==> config.mk <==
export PLATFORM = sky130hd
export DESIGN_NAME = spare_core_selector
export DESIGN_NICKNAME = d
export VERILOG_FILES = /design/src/rtl/spsel_pkg.sv /design/src/rtl/spsel_tier_mask.sv /design/src/rtl/spsel_lowest.sv /design/src/rtl/spsel_picker.sv /design/src/rtl/spare_core_selector.sv
export SDC_FILE = /design/constraint.sdc
export NUM_CORES = 1
export LEC_CHECK = 0
export BUFFER_PORTS_ARGS = -buffer_cell sky130_fd_sc_hd__buf_4
export CORE_UTILIZATION = 41
export CTS_CLUSTER_SIZE = 40
export DETAILED_ROUTE_END_ITERATION = 16
export GPL_ROUTABILITY_DRIVEN = 0
export SLEW_MARGIN = 10
export SYNTH_ARGS = -nofsm -noshare
export SYNTH_HDL_FRONTEND = slang
export SYNTH_SLANG_ARGS = --single-unit
==> constraint.sdc <==
create_clock -name clk -period 6.15 [get_ports clk]
set_input_delay 1.23 -clock clk [delete_from_list [all_inputs] [get_ports clk]]
set_output_delay 1.23 -clock clk [all_outputs]
set_load 0.01 [all_outputs]
==> src/rtl/spsel_pkg.sv <==
package spsel_pkg;

  localparam int BOARD_W = 2;
  localparam int BOARDS  = 4;

  typedef enum logic [1:0] {
    ST_IDLE   = 2'd0,
    ST_FIRST  = 2'd1,
    ST_SECOND = 2'd2
  } sel_state_e;

  // Ring order is 0,2,1,3; the ring position of board b is {b[0],b[1]}.
  function automatic logic [1:0] ring_pos(input logic [BOARD_W-1:0] b);
    return {b[0], b[1]};
  endfunction

  function automatic logic ring_adjacent(input logic [BOARD_W-1:0] a,
                                         input logic [BOARD_W-1:0] b);
    logic [1:0] d;
    d = ring_pos(a) - ring_pos(b);
    return (d == 2'd1) || (d == 2'd3);
  endfunction

endpackage

==> src/rtl/spsel_tier_mask.sv <==
module spsel_tier_mask
  import spsel_pkg::*;
#(
  parameter int NUM_CORES = 16
) (
  input  logic [NUM_CORES-1:0]         avail,
  input  logic [NUM_CORES*BOARD_W-1:0] core_board,
  input  logic [BOARDS-1:0]            present,
  input  logic [BOARD_W-1:0]           fail_board,
  output logic [NUM_CORES-1:0]         same_m,
  output logic [NUM_CORES-1:0]         adj_m,
  output logic [NUM_CORES-1:0]         any_m
);

  for (genvar gi = 0; gi < NUM_CORES; gi++) begin : g_core
    logic [BOARD_W-1:0] cb;
    logic               live;
    assign cb         = core_board[gi*BOARD_W +: BOARD_W];
    assign live       = avail[gi] & present[cb];
    assign same_m[gi] = live & (cb == fail_board);
    assign adj_m[gi]  = live & ring_adjacent(fail_board, cb);
    assign any_m[gi]  = live;
  end

endmodule

==> src/rtl/spsel_lowest.sv <==
module spsel_lowest #(
  parameter int W  = 16,
  localparam int IW = (W > 1) ? $clog2(W) : 1
) (
  input  logic [W-1:0]  vec,
  output logic          found,
  output logic [IW-1:0] idx
);

  always_comb begin
    found = 1'b0;
    idx   = '0;
    for (int i = W - 1; i >= 0; i--) begin
      if (vec[i]) begin
        found = 1'b1;
        idx   = IW'(i);
      end
    end
  end

endmodule

==> src/rtl/spsel_picker.sv <==
module spsel_picker
  import spsel_pkg::*;
#(
  parameter int NUM_CORES = 16,
  localparam int IW = $clog2(NUM_CORES)
) (
  input  logic [NUM_CORES-1:0]         avail,
  input  logic [NUM_CORES*BOARD_W-1:0] core_board,
  input  logic [BOARDS-1:0]            present,
  input  logic [BOARD_W-1:0]           fail_board,
  output logic                         found,
  output logic [IW-1:0]                pick,
  output logic                         same_found
);

  localparam int TIERS = 3;

  logic [NUM_CORES-1:0] tier_m [TIERS];
  logic [TIERS-1:0]     tier_hit;
  logic [IW-1:0]        tier_idx [TIERS];

  spsel_tier_mask #(.NUM_CORES(NUM_CORES)) u_mask (
    .avail      (avail),
    .core_board (core_board),
    .present    (present),
    .fail_board (fail_board),
    .same_m     (tier_m[0]),
    .adj_m      (tier_m[1]),
    .any_m      (tier_m[2])
  );

  for (genvar gt = 0; gt < TIERS; gt++) begin : g_tier
    spsel_lowest #(.W(NUM_CORES)) u_low (
      .vec   (tier_m[gt]),
      .found (tier_hit[gt]),
      .idx   (tier_idx[gt])
    );
  end

  always_comb begin
    found = 1'b0;
    pick  = '0;
    for (int t = TIERS - 1; t >= 0; t--) begin
      if (tier_hit[t]) begin
        found = 1'b1;
        pick  = tier_idx[t];
      end
    end
  end

  assign same_found = tier_hit[0];

endmodule

==> src/rtl/spare_core_selector.sv <==
module spare_core_selector
  import spsel_pkg::*;
#(
  parameter int NUM_CORES = 16,
  localparam int IW = $clog2(NUM_CORES),
  localparam int BMW = NUM_CORES * BOARD_W
) (
  input  logic                 clk,
  input  logic                 rst_n,
  input  logic                 req_valid,
  output logic                 req_ready,
  input  logic [IW-1:0]        req_fail_core,
  input  logic                 req_dual,
  input  logic [NUM_CORES-1:0] spare_map,
  input  logic [BMW-1:0]       core_board,
  input  logic [BOARDS-1:0]    board_present,
  output logic                 grant_valid,
  output logic [IW-1:0]        grant_core,
  output logic                 no_spare,
  output logic                 done,
  output logic [NUM_CORES-1:0] spare_map_out
);

  sel_state_e           state_q;
  logic [NUM_CORES-1:0] avail_q;
  logic [BMW-1:0]       board_q;
  logic [BOARDS-1:0]    present_q;
  logic [IW-1:0]        tgt_q;
  logic                 dual_q;

  logic                 accept;
  logic [NUM_CORES-1:0] excl;
  logic [BOARD_W-1:0]   tgt_board;
  logic                 found;
  logic [IW-1:0]        pick;
  logic                 same_found;

  assign req_ready = (state_q == ST_IDLE);
  assign accept    = req_valid & req_ready;
  assign tgt_board = board_q[32'(tgt_q)*BOARD_W +: BOARD_W];

  always_comb begin
    excl = '0;
    for (int c = 0; c < NUM_CORES; c++) begin
      if (IW'(c) == req_fail_core) excl[c] = 1'b1;
      if (req_dual && (IW'(c) == (req_fail_core ^ IW'(1)))) excl[c] = 1'b1;
    end
  end

  spsel_picker #(.NUM_CORES(NUM_CORES)) u_pick (
    .avail      (avail_q),
    .core_board (board_q),
    .present    (present_q),
    .fail_board (tgt_board),
    .found      (found),
    .pick       (pick),
    .same_found (same_found)
  );

  always_ff @(posedge clk or negedge rst_n) begin
    if (!rst_n) begin
      state_q     <= ST_IDLE;
      avail_q     <= '0;
      board_q     <= '0;
      present_q   <= '0;
      tgt_q       <= '0;
      dual_q      <= 1'b0;
      grant_valid <= 1'b0;
      grant_core  <= '0;
      no_spare    <= 1'b0;
      done        <= 1'b0;
    end else begin
      grant_valid <= 1'b0;
      grant_core  <= '0;
      no_spare    <= 1'b0;
      done        <= 1'b0;
      case (state_q)
        ST_IDLE: begin
          if (accept) begin
            avail_q   <= spare_map & ~excl;
            board_q   <= core_board;
            present_q <= board_present;
            tgt_q     <= req_fail_core;
            dual_q    <= req_dual;
            state_q   <= ST_FIRST;
          end
        end
        ST_FIRST, ST_SECOND: begin
          if (found) begin
            grant_valid   <= 1'b1;
            grant_core    <= pick;
            avail_q[pick] <= 1'b0;
          end else begin
            no_spare <= 1'b1;
          end
          if (state_q == ST_FIRST && dual_q) begin
            tgt_q   <= tgt_q ^ IW'(1);
            state_q <= ST_SECOND;
          end else begin
            done    <= 1'b1;
            state_q <= ST_IDLE;
          end
        end
        default: state_q <= ST_IDLE;
      endcase
    end
  end

  assign spare_map_out = avail_q;


  grant_cleared_chk: assert property (@(posedge clk) disable iff (!rst_n)
    grant_valid |-> !spare_map_out[grant_core]);


  grant_consumes_one_chk: assert property (@(posedge clk) disable iff (!rst_n)
    grant_valid |-> ($countones($past(avail_q)) == $countones(avail_q) + 1));


  no_spare_keeps_map_chk: assert property (@(posedge clk) disable iff (!rst_n)
    no_spare |-> (!grant_valid && $stable(avail_q)));


  accept_blocks_chk: assert property (@(posedge clk) disable iff (!rst_n)
    (req_valid && req_ready) |=> !req_ready);


  second_then_done_chk: assert property (@(posedge clk) disable iff (!rst_n)
    (state_q == ST_SECOND) |=> (done && req_ready));


  same_board_first_chk: assert property (@(posedge clk) disable iff (!rst_n)
    ((state_q != ST_IDLE) && same_found) |=>
      (grant_valid && (board_q[32'(grant_core)*BOARD_W +: BOARD_W] == $past(tgt_board))));


  present_board_chk: assert property (@(posedge clk) disable iff (!rst_n)
    grant_valid |-> present_q[board_q[32'(grant_core)*BOARD_W +: BOARD_W]]);

endmodule

; ---- Word level (Yosys, flattened, before mapping)
; Cells that the tools add are included.
[totals]
regBits = 66
input_bits = 60
out_inout_bits = 24
wordCells = 413
[classes]
add_sub_neg = 16
order_cmp = 18
eq_ne = 83
shift = 1
muxes = 185
bitwise = 56
reduce_logical = 43
[ops]
columns = operator, n
row1 = $mux 4, 54
row2 = $mux 1, 107
row3 = $eq 4x4->1 const A, 16
row4 = $and 1x1->1, 49
row5 = $lt 2x3->1 const B, 16
row6 = $eq 2x1->1 const B, 17
row7 = $eq 2x2->1 const B, 17
row8 = $and 16x16->16, 2
row9 = $bmux 1 s2, 16
row10 = $eq 2x2->1, 16
row11 = $eq 3x4->1 const A, 8
row12 = $mux 16, 2
row13 = $not 16->16, 2
row14 = $pmux 16 s2, 1
row15 = $shiftx 32x6->2, 1
row16 = $sub 2x2->2, 16
row17 = $logic_and 1x1->1, 18
row18 = $eq 2x4->1 const A, 4
row19 = $logic_or 1x1->1, 16
row20 = $reduce_and 3->1, 3
row21 = $eq 1x4->1 const A, 2
row22 = $logic_not 4->1, 2
row23 = $pmux 4 s2, 1
row24 = $lt 4x5->1 const B, 1
row25 = other kinds (11), 15

; ---- Logic depth before layout (Yosys ltp)
; Gate-level depths: netlist of the first run.
[logic_depth]
depth_word = 31
mapped_depth = 15
ltp_nobuf = 11

; ---- Modules after synthesis
; A second synthesis of the first run with hierarchy kept.
[hier_totals]
hier_cells = 537
hier_area_um2 = 5154.9
[modules_own_cells]
columns = mod, n_inst, cells_each, area_each_um2, seq_area_each_um2
row1 = spare_core_selector, 1, 253, 3086.7, 1651.6
row2 = spsel_tier_mask, 1, 168, 1430.1, 0.0
row3 = spsel_lowest, 3, 33, 178.9, 0.0
row4 = spsel_picker, 1, 17, 101.3, 0.0

; ---- Least setup slack after synthesis of the first run
; No wires, ideal clock.
[synth_timing]
kind = reg2reg
start = reg tgt_q[2]
end = reg avail_q[11], in the netlist spare_map_out[11]
setup_ns = 0.129
arrival_ns = 3.732
required_ns = 6.021
slack_ns = 2.289
stages_incl_launch_ff = 16
n_path_buf = 4
synth_period_minus_slack_ns = 3.861
cell_sequence = dfrtp_1 -> buf_6 -> buf_12 -> mux2_4 -> mux4_2 -> buf_6 -> mux2i_4 -> buf_8 -> mux2i_1 -> o221ai_1 -> a211oi_1 -> nand2_4 -> or3_1 -> o22a_1 -> a32oi_1 -> o21ai_1
[synth_between]
elab_chain_len = 31
elab_cells_between_ends = 192
cone_classes = add/sub: 16 / order compare: 2 / eq/ne: 49 / shift: 1 / mux: 72 / bitwise: 34 / reduce/logical: 18
[synth_lines]
columns = element, line_no
row1 = start: declaration, spare_core_selector.sv:28  ; logic [IW-1:0] tgt_q;
row2 = start signal: assignment, spare_core_selector.sv:83  ; tgt_q <= req_fail_core;
row3 = start signal: assignment, spare_core_selector.sv:97  ; tgt_q <= tgt_q ^ IW'(1);
row4 = $shiftx 32x6->2 (*), spare_core_selector.sv:40  ; assign tgt_board = board_q[32'(tgt_q)*BOARD_W +: BOARD_W];
row5 = $sub 2x2->2, spsel_pkg.sv:20  ; d = ring_pos(a) - ring_pos(b);
row6 = $eq 2x1->1 or $eq 2x2->1 (tied branches), spsel_pkg.sv:21  ; return (d == 2'd1) || (d == 2'd3);
row7 = $logic_or 1x1->1, spsel_pkg.sv:21
row8 = $and 1x1->1, spsel_tier_mask.sv:21  ; assign adj_m[gi] = live & ring_adjacent(fail_board, cb);
row9 = $mux 4 or $mux 1 (tied branches) (16 in series), spsel_lowest.sv:14  ; if (vec[i]) begin
row10 = $mux 4 (2 in series), spsel_picker.sv:44  ; if (tier_hit[t]) begin
row11 = $lt 4x5->1 (implied by the code) or $ge 4x1->1 (tied branches), spare_core_selector.sv:92  ; avail_q[pick] <= 1'b0;
row12 = $logic_and 1x1->1 (implied by the code), spare_core_selector.sv:92
row13 = $mux 1 (implied by the code), spare_core_selector.sv:92
row14 = $demux 1 s4, spare_core_selector.sv:92
row15 = $not 16->16 (no source line), n/a
row16 = $and 16x16->16 (no source line), n/a
row17 = $mux 16, spare_core_selector.sv:89  ; if (found) begin
row18 = $pmux 16 s2, spare_core_selector.sv:77  ; case (state_q)
row19 = end signal: assignment, spare_core_selector.sv:80  ; avail_q <= spare_map & ~excl;
row20 = end: declaration, spare_core_selector.sv:25  ; logic [NUM_CORES-1:0] avail_q;
; Mark *: on every way between the ends. The rest lies on a longest branch, timed or not. The select of a mux whose other input is x is not followed.
; A chain may end at the register's enable or synchronous reset.

; ---- Worst setup path after layout of the first run
; Ends and elaborated chain as after synthesis.

==> results of run 1 <==
sequential cells by signal, summed over array words and instances (netlist names):
name	count
board_q	32
spare_map_out	16
grant_core	4
present_q	4
tgt_q	4
state_q	2
done	1
dual_q	1
grant_valid	1
no_spare	1
layout by cell type (no fill, tap or decap), types with 5 or more instances in the layout:
| cell | synthesis | routed |
|---|---|---|
| a211oi_1 | 13 | 13 |
| nor3b_1 | 5 | 5 |
| mux2i_1 | 42 | 42 |
| or3_1 | 7 | 7 |
| nor2_1 | 62 | 62 |
| and3_1 | 8 | 8 |
| o21ai_0 | 18 | 18 |
| buf_4 | 0 | 86 |
| clkbuf_16 | 0 | 9 |
| a21oi_1 | 30 | 30 |
| o221ai_1 | 5 | 5 |
| nand3_1 | 18 | 18 |
| o21ai_1 | 5 | 5 |
| nand2_1 | 58 | 57 |
| nor2b_1 | 8 | 8 |
| mux4_2 | 5 | 5 |
| o211ai_1 | 19 | 19 |
| o22ai_1 | 8 | 8 |
| a211o_1 | 6 | 6 |
| inv_1 | 17 | 17 |
| nor3_1 | 32 | 32 |
| nand2b_1 | 17 | 17 |
| nand4_1 | 6 | 6 |
| dfrtp_1 | 66 | 66 |
| nor4_1 | 9 | 9 |
| o31ai_1 | 6 | 6 |
| mux2_2 | 54 | 54 |
| a22oi_1 | 5 | 5 |
| o311a_1 | 5 | 5 |
| and2_1 | 10 | 10 |
| xnor2_1 | 17 | 17 |
metal layers:
| layer | share of wire | vias up | wire (um) |
|---|---|---|---|
| met1 | 0.42 | 2804 | 8440 |
| met2 | 0.46 | 323 | 9313 |
| met3 | 0.083 | 71 | 1673 |
| li1 | - | 2705 | - |
| met5 | 0 | - | 0 |
| met4 | 0.041 | 0 | 827 |
area by class of cell:
class	instances	area [um^2]
fillers	1354	7129
multi-input cells	561	3993
flip-flops and latches	66	1652
repair buffers	86	645.6
clock buffers	11	242.7
well taps	180	225.2
inverters	19	71.32
clock inverters	5	30.03
cells by family (layout without fill, tap and decap cells):
family          Yosys count  after routing  share of synthesized area
simple gates            263            263                     0.2255
compound gates          172            172                     0.2134
mux                     104            104                     0.2011
flops                    66             66                     0.2792
buf+inv                  61            121                    0.04632
xor+xnor                 19             19                    0.02813
fa+ha+maj                 3              3                   0.006346
path summary, 6_finish.rpt:
| kind | from | cells past startpoint | slack (ps) | to |
|---|---|---|---|---|
| worst max-delay path | tgt_q[2] | 11 | 1270 | spare_map_out[11] |
| worst min-delay path | state_q[1] | 2 | 480 | state_q[1] |
| worst max register to register | tgt_q[2] | 11 | 1270 | spare_map_out[11] |
| worst min register to register | state_q[1] | 2 | 480 | state_q[1] |
| max in group asynchronous | rst_n | 1 | 4610 | spare_map_out[13] |
| min in group asynchronous | rst_n | 1 | 1000 | board_q[30] |
worst max-delay path, stage by stage, from the launching register on:
cell and delay [ps]:
dfrtp_1 870, mux2_2 420, mux4_2 600, mux2i_4 640
mux2i_1 410, o221ai_1 220, a211oi_1 550, nand2_4 120
or3_1 400, o22a_1 250, a32oi_1 180, o21ai_1 90
stage by stage:
stage                     utilization  worst slack [ps]  instances
after floorplan                     -              2289        688
after global placement         0.4708              1559        912
after detailed placement       0.4708              1375        912
after CTS                      0.4903              1346        928
after global routing           0.4903             966.5        928
final                          0.4903              1270        928
==> results.txt, run 1 <==
RSZ-0062 raised after global routing: false
Die Span Y: 122.1 um
Largest net degree at the start of global routing: 67
# diodes: 0
CTS root buf: clkbuf_16
CTS tree: yes
GR met1 Demand/Resource: 0.3622
Leading area contributor after synthesis: dfrtp_1
Area of the die: 14910 um^2
Critical Path Start Type: register
Final nets: 806
Synth Cell Area: 5916 um^2
I/O Pins: 84
Global-route wire length before repair: 31.47 mm
Slew HR: 0.3543
Mapped Nets: 751
Drt first pass iters: 5
Via count: 5903
Chip width: 122.1 um
GR Util All Layers: 0.2827
WL final: 20.26 mm
Global route overflow: 0
Initial drt markers: 588
Core Area: 13990 um^2
IO Port Bufs: 83
Post_cts resized: 0
Syn Inst Count: 688
Post-route ant nets: 0
Slew @ Worst Pin: 965.1 ps
Wirelength per Cell: 21.83 um
DPL Wire Length: 15.08 mm
Setup Viol. Count Final: 0
Crit. End Element: register
Clock slew seen by the registers of the worst setup and hold paths: 50 ps
Synth cell count leaders: 66 x dfrtp_1, 62 x nor2_1, 58 x nand2_1, 54 x mux2_2, 42 x mux2i_1
CP required: 6370 ps
Initial antenna violation count: 0
Clock period minus worst slack: 4880 ps
CP Class: reg -> reg
Post-DP Area: 6586 um^2
Synth top area share: 0.2792
Clk Latency, worst-skew pair: 350 ps
Layout Area Growth over Synthesis: 15.95%
Hold Crit Class: reg -> reg
Clk_skew: 8.646 ps
Fin crit share: 0.7934
Number of global-route vias before repair: 5688
Layout cells sized above 1: 0.2353
Library cells used by synthesis: 84
Max Slew Vio Count: 0
Count leader, synth: dfrtp_1
DRC: 0
Max Buffers Root-to-Sink: 2
Hold WS: 477.4 ps
# hold bufs at CTS: 0
Max Cap Viol: 0
M3 GR Usage: 0.04635
Top_reg_cell synth: dfrtp_1
Final Hold Viols: 0
Crit Path Max Fanout: 15
Post-route cell area: 6859 um^2
Status: finished clean
Vias per Instance: 6.361
Seq/Total Area, Yosys: 0.2792
Clock Sinks: 66
GR peak layer: met2
Synth Warn #: 0
Met2 Resource Use GR: 0.4506
Number of synthesized flops with an enable pin: 0
H-tree depth: 3
Yosys reg bits: 66
Synth top area cells: dfrtp_1 28%, mux2_2 10%, mux2i_1 7.1%
Fin Setup TNS: 0 ps
Number of cell rows: 43
Max Freq: 0.2049 GHz
Synth Area per Inst: 8.598 um^2
CTS Buf Count: 9
Asr flop ratio synth: 1.000
Total setup buffers inserted after CTS: 0
CP arrival: 5100 ps
Starting Density: 0.4229
Power of run 1 is not shown: default switching activity piles up to over one toggle a cycle in this logic, so the estimate is an artifact.
==> run 2, diff against run 1 <==
==> constraint.sdc (replaced) <==
create_clock -name clk -period 4.81 [get_ports clk]
set_input_delay 0.962 -clock clk [delete_from_list [all_inputs] [get_ports clk]]
set_output_delay 0.962 -clock clk [all_outputs]
set_load 0.01 [all_outputs]
==> results.txt, run 2 (same netlist as run 1, synthesis figures left out) <==
Max Slew Vio Count: 0
DRC: 0
Hold Crit Class: reg -> reg
Clk_skew: 7.764 ps
Setup Viol. Count Final: 0
CP Buf/Inv Count: 0
Global route overflow: 0
Largest net degree at the start of global routing: 67
Area of the die: 14910 um^2
Slew HR: 0.2929
Global-route wire length before repair: 32.48 mm
Max stage delay on crit path: 680 ps
CTS Buf Count: 9
Total setup buffers inserted after CTS: 0
Core Area: 13990 um^2
Crit. End Element: register
Wirelength per Cell: 21.96 um
Commonest cells after routing, fill and taps aside: 95 x buf_4, 66 x dfrtp_1, 62 x nor2_1, 57 x nand2_1, 54 x mux2_2
Starting Density: 0.4229
Vias per Instance: 6.350
IO Port Bufs: 83
Slew @ Worst Pin: 1053 ps
H-tree depth: 3
Clock slew seen by the registers of the worst setup and hold paths: 60 ps
# hold bufs at CTS: 0
CP arrival: 4670 ps
CP required: 5020 ps
Final nets: 815
Post-route ant nets: 0
Slowest CP cell: dfrtp_1
GR Util All Layers: 0.2904
CTS tree: yes
Number of global-route vias before repair: 5841
CP delay by family, top: multiplexers
DPL Wire Length: 15.47 mm
Most flops, register: board_q
Critical-path cell list: mux2_2, mux4_2, mux2i_4, mux2i_1, o221ai_1, a211oi_1, a21bo_1, a21oi_2, a31oi_1, nor3_1, a21oi_1
WL final: 20.57 mm
Initial antenna violation count: 0
Max Buffers Root-to-Sink: 2
Filler cells: 1299
CTS root buf: clkbuf_16
Layout cells sized above 1: 0.2457
Die Span Y: 122.1 um
Clk Latency, worst-skew pair: 350 ps
Commonest non-fill, non-tap cell in the layout: buf_4
CP Class: reg -> reg
Number of cell rows: 43
Clock Sinks: 66
I/O Pins: 84
Max reg flops: 32
Initial drt markers: 618
Fin crit share: 0.9264
Post_cts resized: 0
Layout Area Growth over Synthesis: 18.44%
Crit Path Max Fanout: 12
Clock period minus worst slack: 4456 ps
Via count: 5950
Max Cap Viol: 0
Status: finished clean
Drt first pass iters: 5
Max Freq: 0.2244 GHz
# diodes: 0
Chip width: 122.1 um
Critical Path Start Type: register
Fin Setup TNS: 0 ps
Final Hold Viols: 0
RSZ-0062 raised after global routing: false
==> run 2: worst paths after layout <==
path / from / endpoint / slack, ps / cells past startpoint
setup / recovery: tgt_q[2] / spare_map_out[5] / 350 / 11
hold / removal: dual_q / done / 470 / 1
setup reg to reg: tgt_q[2] / spare_map_out[5] / 350 / 11
hold reg to reg: dual_q / done / 470 / 1
max in group asynchronous: rst_n / spare_map_out[4] / 3510 / 1
min in group asynchronous: rst_n / board_q[28] / 740 / 1
==> run 2: final cells by class <==
class                           instances  area [um^2]  area share
Sequential cell                        66         1652      0.2357
Clock inverter                          6        113.9     0.01625
Tap cell                              180        225.2     0.03214
Timing Repair Buffer                   95        713.2      0.1018
Multi-Input combinational cell        561         3993      0.5698
Clock buffer                           10        239.0     0.03411
Inverter                               19        71.32     0.01018
==> run 2: stage by stage <==
stage	util	worst slack [ps]	hold WS, ps	area [um^2]	instances
after floorplan	-	949.4	435.7	5916	688
after global placement	0.4757	598.8	461.3	6654	921
after detailed placement	0.4757	448.9	456.6	6654	921
after CTS	0.5009	415.5	473.6	7007	937
after global routing	0.5009	92.94	517.7	7007	937
final	0.5009	353.9	472.2	7007	937
==> run 2: worst register-to-register path: cells and delay by family, from the launching register on <==
kind             cells  cell delay [ps]
AO/OA/AOI/OAI        6             1630
multiplexers         4             1760
flip-flops           1              680
AND/OR/NAND/NOR      1              230
==> run 2: layer usage <==
metal  GRT usage  vias up  wire length [um]
met3     0.04354       56              1702
met5           0        -                 0
met1      0.3881     2853              8747
met4      0.1326        0               639
met2      0.4612      316              9485
li1            -     2725                 -
Power of run 2 is left out for the same reason.
